## src/rtl/clkdiv_pkg.sv

```systemverilog
package clkdiv_pkg;

    // Sequencer states: idle after reset, then one state per output mode.
    typedef enum logic [1:0] {
        ST_IDLE   = 2'd0,
        ST_BYPASS = 2'd1,
        ST_ODD    = 2'd2,
        ST_EVEN   = 2'd3
    } dv_state_e;

endpackage

```

## src/rtl/clkdiv_decode.sv

```systemverilog
module clkdiv_decode
    import clkdiv_pkg::*;
#(
    parameter int DIV_W = 8,
    parameter int LEN_W = DIV_W + 1
) (
    input  logic [DIV_W-1:0] div_value,
    input  logic             post_half,
    output dv_state_e        dec_mode,
    output logic [LEN_W-1:0] dec_len,
    output logic [LEN_W-1:0] dec_mark
);

    logic [DIV_W-1:0] n_eff;

    // Map a raw divisor and the doubling select onto a mode, a counter
    // length and the count at which the second toggle point sits.
    always_comb begin
        n_eff = (div_value == '0) ? DIV_W'(1) : div_value;
        if (post_half) begin
            // Doubled ratio: always even, second toggle at count N.
            dec_mode = ST_EVEN;
            dec_len  = {n_eff, 1'b0};
            dec_mark = LEN_W'(n_eff);
        end else if (n_eff == DIV_W'(1)) begin
            dec_mode = ST_BYPASS;
            dec_len  = LEN_W'(1);
            dec_mark = '0;
        end else if (n_eff[0]) begin
            // Odd: falling-edge stage fires at 1 + (N-1)/2.
            dec_mode = ST_ODD;
            dec_len  = LEN_W'(n_eff);
            dec_mark = LEN_W'(n_eff >> 1) + LEN_W'(1);
        end else begin
            dec_mode = ST_EVEN;
            dec_len  = LEN_W'(n_eff);
            dec_mark = LEN_W'(n_eff >> 1);
        end
    end

endmodule

```

## src/rtl/clkdiv_toggle.sv

```systemverilog
module clkdiv_toggle #(
    parameter bit ON_FALL = 1'b0
) (
    input  logic clk_in,
    input  logic rst,
    input  logic en,
    output logic q
);

    // One toggle stage; the parameter picks the clock edge it uses.
    generate
        if (ON_FALL) begin : g_fall
            always_ff @(negedge clk_in) begin
                if (rst)     q <= 1'b0;
                else if (en) q <= ~q;
            end
        end else begin : g_rise
            always_ff @(posedge clk_in) begin
                if (rst)     q <= 1'b0;
                else if (en) q <= ~q;
            end
        end
    endgenerate

endmodule

```

## src/rtl/clkdiv_fsm.sv

```systemverilog
module clkdiv_fsm
    import clkdiv_pkg::*;
#(
    parameter int LEN_W = 9
) (
    input  logic             clk_in,
    input  logic             rst,
    input  logic             load,
    input  dv_state_e        dec_mode,
    input  logic [LEN_W-1:0] dec_len,
    input  logic [LEN_W-1:0] dec_mark,
    output dv_state_e        state,
    output logic [LEN_W-1:0] cnt,
    output logic [LEN_W-1:0] act_len,
    output logic             wrap,
    output logic             locked,
    output logic             en_rise,
    output logic             en_fall
);

    dv_state_e        nxt;
    dv_state_e        act_mode;
    dv_state_e        pend_mode;
    logic [LEN_W-1:0] act_mark;
    logic [LEN_W-1:0] pend_len;
    logic [LEN_W-1:0] pend_mark;
    logic             pend_v;
    logic             apply;

    assign wrap  = (state != ST_IDLE) && (cnt == act_len - LEN_W'(1));
    assign apply = wrap && pend_v;

    // State register.
    always_ff @(posedge clk_in) begin
        if (rst) state <= ST_IDLE;
        else     state <= nxt;
    end

    // Next-state selection.
    always_comb begin
        nxt = state;
        unique case (state)
            ST_IDLE:                    nxt = act_mode;
            ST_BYPASS, ST_ODD, ST_EVEN: if (apply) nxt = pend_mode;
        endcase
    end

    // Toggle enables per state.
    always_comb begin
        en_rise = 1'b0;
        en_fall = 1'b0;
        unique case (state)
            ST_IDLE, ST_BYPASS: ;
            ST_ODD: begin
                en_rise = (cnt == '0);
                en_fall = (cnt == act_mark);
            end
            ST_EVEN: en_rise = (cnt == '0) || (cnt == act_mark);
        endcase
    end

    // Counter, active and pending settings, lock flag.
    always_ff @(posedge clk_in) begin
        if (rst) begin
            cnt       <= '0;
            act_mode  <= dec_mode;
            act_len   <= dec_len;
            act_mark  <= dec_mark;
            pend_mode <= dec_mode;
            pend_len  <= dec_len;
            pend_mark <= dec_mark;
            pend_v    <= 1'b0;
            locked    <= 1'b0;
        end else begin
            if (state == ST_IDLE || wrap) cnt <= '0;
            else                          cnt <= cnt + LEN_W'(1);

            if (apply) begin
                act_mode <= pend_mode;
                act_len  <= pend_len;
                act_mark <= pend_mark;
            end

            if (load) begin
                pend_v    <= 1'b1;
                pend_mode <= dec_mode;
                pend_len  <= dec_len;
                pend_mark <= dec_mark;
            end else if (apply) begin
                pend_v <= 1'b0;
            end

            if (apply)     locked <= 1'b0;
            else if (wrap) locked <= 1'b1;
        end
    end

endmodule

```

## src/rtl/clkdiv_top.sv

```systemverilog
module clkdiv_top
    import clkdiv_pkg::*;
#(
    parameter int DIV_W = 8
) (
    input  logic             clk_in,
    input  logic             rst,
    input  logic [DIV_W-1:0] div_value,
    input  logic             div_load,
    input  logic             post_half,
    output logic             clk_out,
    output logic             locked
);

    localparam int LEN_W = DIV_W + 1;

    dv_state_e        dec_mode;
    dv_state_e        state;
    logic [LEN_W-1:0] dec_len;
    logic [LEN_W-1:0] dec_mark;
    logic [LEN_W-1:0] cnt;
    logic [LEN_W-1:0] act_len;
    logic             wrap;
    logic             en_rise;
    logic             en_fall;
    logic             q_a;
    logic             q_b;
    logic             bypass_sel;

    clkdiv_decode #(.DIV_W(DIV_W), .LEN_W(LEN_W)) u_dec (
        .div_value (div_value),
        .post_half (post_half),
        .dec_mode  (dec_mode),
        .dec_len   (dec_len),
        .dec_mark  (dec_mark)
    );

    clkdiv_fsm #(.LEN_W(LEN_W)) u_fsm (
        .clk_in   (clk_in),
        .rst      (rst),
        .load     (div_load),
        .dec_mode (dec_mode),
        .dec_len  (dec_len),
        .dec_mark (dec_mark),
        .state    (state),
        .cnt      (cnt),
        .act_len  (act_len),
        .wrap     (wrap),
        .locked   (locked),
        .en_rise  (en_rise),
        .en_fall  (en_fall)
    );

    clkdiv_toggle #(.ON_FALL(1'b0)) u_tog_rise (
        .clk_in (clk_in),
        .rst    (rst),
        .en     (en_rise),
        .q      (q_a)
    );

    clkdiv_toggle #(.ON_FALL(1'b1)) u_tog_fall (
        .clk_in (clk_in),
        .rst    (rst),
        .en     (en_fall),
        .q      (q_b)
    );

    // Bypass select is retimed on the falling edge, so the output mux
    // only switches while the input clock and the toggle XOR are low.
    always_ff @(negedge clk_in) begin
        if (rst) bypass_sel <= 1'b0;
        else     bypass_sel <= (state == ST_BYPASS);
    end

    assign clk_out = bypass_sel ? clk_in : (q_a ^ q_b);

endmodule

```

## config.mk

```make
export PLATFORM = sky130hd
export DESIGN_NAME = clkdiv_top
export DESIGN_NICKNAME = d
export VERILOG_FILES = /design/src/rtl/clkdiv_pkg.sv /design/src/rtl/clkdiv_decode.sv /design/src/rtl/clkdiv_toggle.sv /design/src/rtl/clkdiv_fsm.sv /design/src/rtl/clkdiv_top.sv
export SDC_FILE = /design/constraint.sdc
export NUM_CORES = 1
export LEC_CHECK = 0
export BUFFER_PORTS_ARGS = -buffer_cell sky130_fd_sc_hd__clkbuf_2
export CORE_ASPECT_RATIO = 0.7
export CORE_MARGIN = 2
export CORE_UTILIZATION = 57
export CTS_BUF_LIST = sky130_fd_sc_hd__clkbuf_16
export CTS_CLUSTER_DIAMETER = 40
export CTS_CLUSTER_SIZE = 20
export DETAILED_ROUTE_END_ITERATION = 8
export PLACE_DENSITY = 0.81
export SKIP_CTS_REPAIR_TIMING = 1
export SLEW_MARGIN = 20
export SYNTH_ARGS = -nofsm -noshare
export SYNTH_HDL_FRONTEND = slang
export SYNTH_HIERARCHICAL = 1
export SYNTH_SLANG_ARGS = --single-unit
export TNS_END_PERCENT = 100
```

## constraint.sdc

```tcl
create_clock -name clk_in -period 6.2 [get_ports clk_in]
set_clock_uncertainty 0.2 [all_clocks]
set_input_delay 1.55 -clock clk_in [delete_from_list [all_inputs] [get_ports clk_in]]
set_output_delay 1.55 -clock clk_in [all_outputs]
set_load 0.1 [all_outputs]
```

==> impl_results.md, run 1 <==
* Actual transition at the worst max-transition pin at 0.9579 ns
* Final worst-path setup slack at 0.03349 ns
* Most frequently used flop master after synthesis: sky130_fd_sc_hd__edfxtp_1
* Worst slew margin relative to its limit at 0.3614
* Pin count of the biggest net entering global routing at 21
* Post-Syn Instances at 269
* Crit path arrival time at 4.42 ns
* Placed wire-length estimate at 3890 um
* Maximum cell stage delay along the critical path at 0.33 ns
* Mapped cell area at 0.002947 mm^2
* Initial cell density of the core at 0.6029
* Weighted congestion reported at the end of routability-driven placement at 0.8961
* Synth async-reset ratio at 0
* Wire length reported by the detailed router at 5790 um
* CTS tree: done
* Final routed wire length divided by cell count at 16.54 um
* Endpoint kind of the worst setup timing path: output port
* Share of final-layout standard cells stronger than drive strength 1 at 0.2135
* Chip height at 64.16 um
* Leak Pwr at 1.201 nW
* P_sw at 0.0002400 W
* Cell with the biggest individual delay on the critical path: sky130_fd_sc_hd__dfxtp_2
* Setup TNS at 0 ns
* Boundary Pins at 14
* CP Max Fanout at 2
* Setup slack, reg-to-reg at 1.40 ns
* Class of the tightest hold or removal check: flop to flop
* Fin nets at 296
* Aggregate global-route resource usage at 0.2167
* Post-route ant nets at 0
* Number of global-route vias before repair at 1903
* Count of placed standard cells in the final layout, fillers left out at 350
* Final setup fails at 0
* CP startpoint kind: flop
* Critical Path RT at 4.45 ns
* Post-synthesis sequential area ratio at 0.5163
* Maxcap violations at 0
* Synthesis-stage register bit count at 56
* Synthesized Nets at 285
* VDD IR max at 0.1261 mV
* Total chip power at 0.0009682 W
* Distinct cells, synth at 50
* Switching fraction of total power at 0.2479
* Result of the run: finished clean
* Vias per std cell at 5.800
* Antenna violations before repair at 0
* IO buf count at 13
* Remaining Overflow, GRT at 0
* Count of antenna diodes in the layout at 0
* Total vias in the final route at 2030
* P per Cell Area at 293.3 mW/mm^2
* Clock-pin slew on the worst setup and hold paths at 0.07 ns
* Unrepaired setup endpoints after global routing: true
* Critical path cell sequence: xnor2_2 > o21ai_2 > buf_12
* Number of synthesized flops with an enable pin at 40
* Detailed Route Iter0 Violations at 85
* Syn-to-layout area delta at 12.02%
* Portion of total power attributed to sequential cells at 0.476
* Global-route wire length before repair at 9480 um
* Internal Power at 0.0007282 W
* Combinational fraction of design power at 0.106
* Clock Latency Late Sink at 0.41 ns
* Final number of hold-violating endpoints at 0
* Syn_area_per_cell at 10.95 um^2
* WS Path Type: flop to output port
* Yosys Warn Count at 6
* Post-Place Setup Slack at 0.3600 ns
* Number of iterations in the first detailed-routing pass at 4
* Clk pwr share at 0.419
* Site Rows at 21
* Number of placed instances, taps included at 339
* Core area at 0.004887 mm^2
* Die Area at 0.005770 mm^2
* Max Transition Viols Final at 0
* Count of unresolved DRC violations after routing at 0
* Width of the die at 89.94 um
[sequential cells by signal, indices dropped and copies added (netlist names)]
name	cells
u_fsm/pend_mode	2
u_fsm/cnt	9
u_tog_fall/q	1
bypass_sel	1
u_fsm/pend_len	9
u_fsm/pend_mark	9
u_tog_rise/q	1
u_fsm/state	2
u_fsm/pend_v	1
u_fsm/locked	1
u_fsm/act_len	9
u_fsm/act_mark	9
u_fsm/act_mode	2
[cells by family (layout without fill, tap and decap cells)]
family / after synthesis / count (layout) / share of synthesized area
compound gates: 38 / 38 / 0.09088
xor+xnor: 28 / 28 / 0.08323
fa+ha+maj: 4 / 4 / 0.01699
buf+inv: 32 / 44 / 0.04374
flops: 56 / 56 / 0.5163
mux: 24 / 24 / 0.09130
other cells: 1 / 1 / 0.001273
simple gates: 86 / 86 / 0.1563
[final timing paths]
path | from | to | cells past startpoint
min reg2reg | u_fsm/pend_v$_SDFFE_PP0P_ | u_fsm/pend_v$_SDFFE_PP0P_ | 2
max reg2reg | u_fsm/cnt[2]$_SDFF_PP0_ | u_tog_fall/q$_SDFFE_NP0P_ | 5
max | u_tog_fall/q$_SDFFE_NP0P_ | clk_out | 3
min | u_fsm/pend_v$_SDFFE_PP0P_ | u_fsm/pend_v$_SDFFE_PP0P_ | 2
[power groups by stage]
stage                      clock, W  sequential (W)  combinational, W
after floorplan           0.0000177        0.000461         0.0000759
after global placement    0.0000190        0.000466         0.0000963
after detailed placement  0.0000190        0.000468         0.0000995
after CTS                  0.000407        0.000460          0.000101
after global routing       0.000432        0.000464          0.000114
final                      0.000405        0.000460          0.000102
[metal layers]
metal,GRT usage,wire [um],up-vias
met4,0.06923,69,0
met5,0,0,-
met1,0.2991,2858,991
met2,0.3182,2626,45
met3,0.08255,236,9
li1,-,-,985
[area by class of cell]
cell class              count  area [um^2]
inverters                  17        63.81
multi-input cells         181         1308
clock buffers               9        220.2
fillers                   371         1587
clock inverters             5        32.53
well taps                  69        86.33
flip-flops and latches     56         1523
repair buffers             13        67.56
[through the flow]
step	utilization	instance area [um^2]	hold WS, ns
after global routing	0.6754	3301	0.3158
final	0.6754	3301	0.2877
after CTS	0.6708	3278	0.2905
after detailed placement	0.6247	3053	0.2793
after floorplan	-	2952	0.2581
after global placement	0.6247	3053	0.2794
[synth_stat cells, drive strengths merged, types with 3 or more instances]
library cell	count	area share
xor2	9	0.027
nand4	5	0.011
or4	3	0.0089
nor3	6	0.010
ha	4	0.017
clkbuf	7	0.0089
nor2	19	0.024
dfxtp	16	0.11
o21ai	10	0.017
nand3	6	0.014
edfxtp	40	0.41
nor2b	5	0.011
nand2b	5	0.011
buf	6	0.011
mux2	23	0.088
a21oi	8	0.014
xnor2	19	0.056
nor3b	3	0.0076
inv	19	0.024
nand2	18	0.023
nor4	8	0.017
[cells in the final DEF, fill, tap and decap left out, types with 3 or more instances in the layout]
cell type and count:
sky130_fd_sc_hd__clkbuf_2 12, sky130_fd_sc_hd__nand2_1 18, sky130_fd_sc_hd__a21oi_1 8, sky130_fd_sc_hd__nor4_1 8, sky130_fd_sc_hd__ha_1 4, sky130_fd_sc_hd__nor3b_1 3
sky130_fd_sc_hd__nand3_1 5, sky130_fd_sc_hd__o21ai_0 8, sky130_fd_sc_hd__dfxtp_1 15, sky130_fd_sc_hd__inv_1 19, sky130_fd_sc_hd__mux2_2 23, sky130_fd_sc_hd__edfxtp_1 40
sky130_fd_sc_hd__xnor2_1 18, sky130_fd_sc_hd__nor3_1 6, sky130_fd_sc_hd__clkbuf_16 8, sky130_fd_sc_hd__nand2b_1 5, sky130_fd_sc_hd__nand4_1 5, sky130_fd_sc_hd__xor2_1 9
sky130_fd_sc_hd__nor2b_1 5, sky130_fd_sc_hd__nor2_1 19
[critical path: cells and delay by family (launching register included)]
| kind | cells | cell delay [ns] |
|---|---|---|
| AO/OA/AOI/OAI | 1 | 0.17 |
| XOR/XNOR | 1 | 0.13 |
| buffers and inverters | 1 | 0.20 |
| flip-flops | 1 | 0.33 |
(Power assumes the default switching activity.)
==> run 2, diff against run 1 <==
- REMOVE_ABC_BUFFERS: not set -> 1
==> run 2 against run 1 <==
Net effect: core utilization shrank 0.41 points; highest routed layer unchanged; sequential power hardly changed; cell area down 0.61%; count of clock-buffer cells in the layout is the same; worst setup slack got worse by 0.0056 ns; clock power about the same; cell count stayed put.
==> impl_results.md, run 2 (synthesized netlist as in run 1, its figures left out) <==
* IO buf count at 13 (unchanged)
* Clock Latency Late Sink at 0.41 ns (about the same)
* Fillers at 363 (-2.2%)
* Chip height at 64.16 um (unchanged)
* Final number of hold-violating endpoints at 0 (unchanged)
* Total vias in the final route at 1985 (-2.2%)
* Number of global-route vias before repair at 1987 (+4.4%)
* Maxcap violations at 0 (unchanged)
* Weighted congestion reported at the end of routability-driven placement at 0.8448 (-5.7%)
* Count of unresolved DRC violations after routing at 0 (unchanged)
* Syn-to-layout area delta at 11.34%
* Post-route worst hold slack at 0.2942 ns (+0.006429 ns)
* Class of the tightest hold or removal check: flop to flop
* Number of iterations in the first detailed-routing pass at 4 (unchanged)
* Total chip power at 0.0009646 W (-0.37%)
* Max Transition Viols Final at 0 (unchanged)
* Initial cell density of the core at 0.6029 (unchanged)
* Vias per std cell at 5.671 (-2.2%)
* Setup slack, reg-to-reg at 1.52 ns (+0.12 ns)
* Global-route wire length before repair at 9211 um (-2.8%)
* Width of the die at 89.94 um (unchanged)
* Fin nets at 296 (unchanged)
* VDD IR max at 0.1274 mV (+1.0%)
* Endpoint kind of the worst setup timing path: output port
* CP Max Fanout at 2 (unchanged)
* Critical Path RT at 4.45 ns (about the same)
* Post-route ant nets at 0 (unchanged)
* Placed wire-length estimate at 3808 um (-2.1%)
* CP startpoint kind: flop
* Commonest non-fill, non-tap cells in the layout: sky130_fd_sc_hd__edfxtp_1, sky130_fd_sc_hd__mux2_2, sky130_fd_sc_hd__xnor2_1, sky130_fd_sc_hd__inv_1, sky130_fd_sc_hd__nor2_1
* WS Path Type: flop to output port
* Final setup fails at 0 (unchanged)
* Total area of multi-input combinational cells at 0.001296 mm^2 (-0.86%)
* Result of the run: finished clean
* Leak Pwr at 1.197 nW (-0.36%)
* Count of antenna diodes in the layout at 0 (unchanged)
* CTS tree: done
* Detailed Route Iter0 Violations at 164 (+93%)
* Actual transition at the worst max-transition pin at 0.8727 ns (-0.08529 ns)
* Core area at 0.004887 mm^2 (unchanged)
* Boundary Pins at 14 (unchanged)
* Area taken by flip-flops and latches at 0.001523 mm^2 (unchanged)
* Worst slew margin relative to its limit at 0.4182 (+0.05686)
* Antenna violations before repair at 0 (unchanged)
* Wire length reported by the detailed router at 5482 um (-5.3%)
* Die Area at 0.005770 mm^2 (unchanged)
* Pin count of the biggest net entering global routing at 30 (+43%)
* Final routed wire length divided by cell count at 15.66 um (-5.3%)
* P per Cell Area at 294.0 mW/mm^2 (+0.24%)
* Remaining Overflow, GRT at 0 (unchanged)
* Final worst-path setup slack at 0.02785 ns (-0.005646 ns)
* Clock-pin slew on the worst setup and hold paths at 0.08 ns (about the same)
* Share of final-layout standard cells stronger than drive strength 1 at 0.2064 (-0.007117)
* Aggregate global-route resource usage at 0.2100 (-0.006631)
* Most frequent standard cell in the layout excluding fill and tap cells: sky130_fd_sc_hd__edfxtp_1
* Site Rows at 21 (unchanged)
* Unrepaired setup endpoints after global routing: true
* End-of-flow core utilization at 0.6713 (-0.004096)
* Post-Place Setup Slack at 0.3586 ns (-0.001398 ns)
* Crit path arrival time at 4.42 ns (about the same)
==> run 2: changes by cell type in the layout (fill, tap and decap cells not counted), sizes merged <==
cell	change
clkinv	-1
inv	+1
==> run 2: layout make-up <==
class	instances	share of cell area
Clock buffer	9	0.06445
Clock inverter	5	0.009916
Inverter	17	0.01945
Multi-Input combinational cell	181	0.3951
Sequential cell	56	0.4641
Tap cell	69	0.02632
Timing Repair Buffer	13	0.02059
==> run 2: final timing paths <==
| path | startpoint | end | depth (start not counted) |
|---|---|---|---|
| worst min-delay path | u_fsm/pend_v$_SDFFE_PP0P_ | u_fsm/pend_v$_SDFFE_PP0P_ | 2 |
| worst max register to register | u_fsm/cnt[4]$_SDFF_PP0_ | u_tog_fall/q$_SDFFE_NP0P_ | 5 |
| worst max-delay path | u_tog_fall/q$_SDFFE_NP0P_ | clk_out | 3 |
| worst min register to register | u_fsm/pend_v$_SDFFE_PP0P_ | u_fsm/pend_v$_SDFFE_PP0P_ | 2 |
==> run 2: critical path, stage by stage (launching register included) <==
cell and delay [ns]:
sky130_fd_sc_hd__dfxtp_2 0.32, sky130_fd_sc_hd__xnor2_1 0.11, sky130_fd_sc_hd__o21ai_1 0.15, sky130_fd_sc_hd__buf_6 0.24
==> run 2: routing by layer <==
layer	vias to the layer above	routed length (um)	global-route usage
met5	-	0	0
met4	0	87	0.1000
met3	9	270	0.06368
met2	49	2390	0.3172
met1	943	2734	0.2804
li1	984	-	-
==> run 2: through the flow <==
stage	setup TNS (ns)	cell area, um^2	cells
after floorplan	-0.4263	2889	256
after global placement	0	3048	339
after detailed placement	0	3048	339
after CTS	-0.1755	3273	350
after global routing	-0.03301	3281	350
final	0	3281	350
==> run 2: power by group <==
group | total [W] | internal (W) | switching (W)
clock network | 0.000404 | 0.000240 | 0.000164
logic | 0.000101 | 0.0000458 | 0.0000548
registers | 0.000460 | 0.000439 | 0.0000206
total | 0.000965 | 0.000725 | 0.000239
==> run 3, diff against run 2 <==
- BUFFER_PORTS_ARGS: -buffer_cell sky130_fd_sc_hd__clkbuf_2 -> -buffer_cell sky130_fd_sc_hd__buf_2
- CORE_UTILIZATION: 57 -> 55
- PLACE_DENSITY: 0.81 -> 0.79
- clock period: 6.2 -> 6.1 ns (I/O delays scaled with it)
==> run 3 against run 2 <==
Net effect: the flow now finishes with violations (negative setup slack); cell area grew 1.7%; die area grew 3.4%; count of clock-buffer cells in the layout is the same; non-clock buffer count up 1; wire length rose by 5.7%; cell count up 1.1%; sequential share of layout area down 0.77 points; worst setup slack worse by 0.065 ns; via count grew 1.5%; combinational power about the same; largest cell class unchanged; largest power group is now the clock network; highest routed layer unchanged.
==> impl_results.md, run 3 (synthesized netlist as in run 1, its figures left out) <==
* Result of the run: complete, but fails checks
* Violations in the final reports: negative setup slack
* Actual transition at the worst max-transition pin at 0.9451 ns (+0.07246 ns)
* Placed wire-length estimate at 4096 um (+7.6%)
* Reg2reg start: u_fsm/cnt[2]$_SDFF_PP0_
* Endpoint kind of the worst setup timing path: output port
* Class of the tightest hold or removal check: flop to flop
* Global-route wire length before repair at 9411 um (+2.2%)
* Boundary Pins at 14 (unchanged)
* Number of iterations in the first detailed-routing pass at 4 (unchanged)
* Wire length reported by the detailed router at 5793 um (+5.7%)
* Detailed Route Iter0 Violations at 95 (-42%)
* Remaining Overflow, GRT at 0 (unchanged)
* Number of placed instances, taps included at 342 (+0.88%)
* Unrepaired setup endpoints after global routing: true
* Depth of the worst register-to-register path at 5 (unchanged)
* Post-Place Setup Slack at 0.3648 ns (+0.006269 ns)
* WS Path Type: flop to output port
* Crit path buffers/inverters at 1 (unchanged)
* Share of final-layout standard cells stronger than drive strength 1 at 0.2128 (+0.006360)
* Count of unresolved DRC violations after routing at 0 (unchanged)
* Maximum cell stage delay along the critical path at 0.32 ns (about the same)
* Final routed wire length divided by cell count at 16.36 um (+4.5%)
* Most frequent standard cell in the layout excluding fill and tap cells: sky130_fd_sc_hd__edfxtp_1
* Number of global-route vias before repair at 1944 (-2.2%)
* Site Rows at 22 (+4.8%)
* Startpoint of the most critical hold path: u_fsm/pend_v$_SDFFE_PP0P_
* Chip height at 65.24 um (+1.7%)
* Final worst-path setup slack at -0.03700 ns (-0.06484 ns)
* Post-route ant nets at 0 (unchanged)
* Critical path cell sequence: xnor2_1 > o21ai_2 > buf_12
* Worst slew margin relative to its limit at 0.3699 (-0.04831)
* Reg-to-reg critical path endpoint: u_tog_fall/q$_SDFFE_NP0P_
* Final number of hold-violating endpoints at 0 (unchanged)
* Setup slack, reg-to-reg at 1.46 ns (-0.06 ns)
* Antenna violations before repair at 0 (unchanged)
* Final setup fails at 2 (+2)
* Fillers at 385 (+6.1%)
* Vias per std cell at 5.692 (+0.36%)
* Min-Delay Endpoint: u_fsm/pend_v$_SDFFE_PP0P_
* Max Transition Viols Final at 0 (unchanged)
* Cell with the biggest individual delay on the critical path: sky130_fd_sc_hd__dfxtp_2
* Syn-to-layout area delta at 13.21%
* Maxcap violations at 0 (unchanged)
* Leak Pwr at 1.226 nW (+2.4%)
* Commonest non-fill, non-tap cells in the layout: sky130_fd_sc_hd__edfxtp_1, sky130_fd_sc_hd__mux2_2, sky130_fd_sc_hd__xnor2_1, sky130_fd_sc_hd__inv_1, sky130_fd_sc_hd__nor2_1
* Core area at 0.005202 mm^2 (+6.5%)
* CTS tree: done
* Width of the die at 91.49 um (+1.7%)
* Hold depth at 2 (unchanged)
* Fin nets at 297 (+0.34%)
* Die Area at 0.005968 mm^2 (+3.4%)
* Crit path arrival time at 4.41 ns (about the same)
* Pin count of the biggest net entering global routing at 21 (-30%)
* Initial cell density of the core at 0.5664 (-0.03654)
* Clock-pin slew on the worst setup and hold paths at 0.07 ns (about the same)
* IO buf count at 13 (unchanged)
* Weighted congestion reported at the end of routability-driven placement at 0.8220 (-2.7%)
* P per Cell Area at 312.0 mW/mm^2 (+6.1%)
* Critical Path RT at 4.38 ns (-0.07 ns)
* Count of antenna diodes in the layout at 0 (unchanged)
* VDD IR max at 0.1650 mV (+29%)
* CP startpoint kind: flop
* Total vias in the final route at 2015 (+1.5%)
* Aggregate global-route resource usage at 0.2117 (+0.001675)
* Setup TNS at -0.03700 ns (-0.03700 ns)
* Top Family by Delay on Critical Path: flip-flops
* CP Max Fanout at 2 (unchanged)
* Count of placed standard cells in the final layout, fillers left out at 354 (+1.1%)
* Clock Latency Late Sink at 0.40 ns (about the same)
run 3: final cells by class:
class | instances | area (um^2) | share of cell area
clock buffer | 9 | 220.2 | 0.06602
clock inverter | 5 | 63.81 | 0.01913
inverter | 17 | 63.81 | 0.01913
multi-input combinational | 181 | 1300 | 0.3897
sequential | 56 | 1523 | 0.4565
tap | 72 | 90.09 | 0.02701
timing repair buffer | 14 | 75.07 | 0.02251
run 3: report_power, final:
| group | internal [W] | total (W) | leakage [nW] | switching [W] |
|---|---|---|---|---|
| registers | 0.000446 | 0.000467 | 0.530 | 0.0000207 |
| clock network | 0.000308 | 0.000469 | 0.154 | 0.000162 |
| logic | 0.0000468 | 0.000104 | 0.542 | 0.0000575 |
run 3: per-stage QoR:
step                      total power [W]  area, um^2  hold slack, ns  utilization
after floorplan                 0.0005581        2889          0.2520            -
after global placement          0.0005912        3052          0.2831       0.5866
after detailed placement        0.0005964        3052          0.2906       0.5866
after CTS                        0.001043        3308          0.3048       0.6359
after global routing             0.001083        3336          0.3388       0.6412
final                            0.001041        3336          0.3161       0.6412
run 3: worst max-delay path by stage:
stage                              start       to  slack, ns  cells past startpoint
6_report       u_tog_fall/q$_SDFFE_NP0P_  clk_out      -0.04                      3
5_1_grt        u_tog_fall/q$_SDFFE_NP0P_  clk_out      -0.11                      3
4_1_cts        u_tog_fall/q$_SDFFE_NP0P_  clk_out      -0.32                      3
3_5_place_dp   u_tog_fall/q$_SDFFE_NP0P_  clk_out       0.36                      3
3_3_place_gp   u_tog_fall/q$_SDFFE_NP0P_  clk_out       0.38                      3
2_1_floorplan  u_tog_fall/q$_SDFFE_NP0P_  clk_out      -0.45                      2
run 3: tightest hold or removal path: stages (launching register included):
cell,delay [ns]
sky130_fd_sc_hd__dfxtp_1,0.33
sky130_fd_sc_hd__o31ai_1,0.08
sky130_fd_sc_hd__a21oi_1,0.06
run 3: routing by layer:
layer	GRT usage	up-vias	share of wire
met5	0	-	0
met3	0.07225	9	0.055
li1	-	986	-
met1	0.2837	971	0.48
met4	0.08902	0	0.011
met2	0.3162	49	0.45
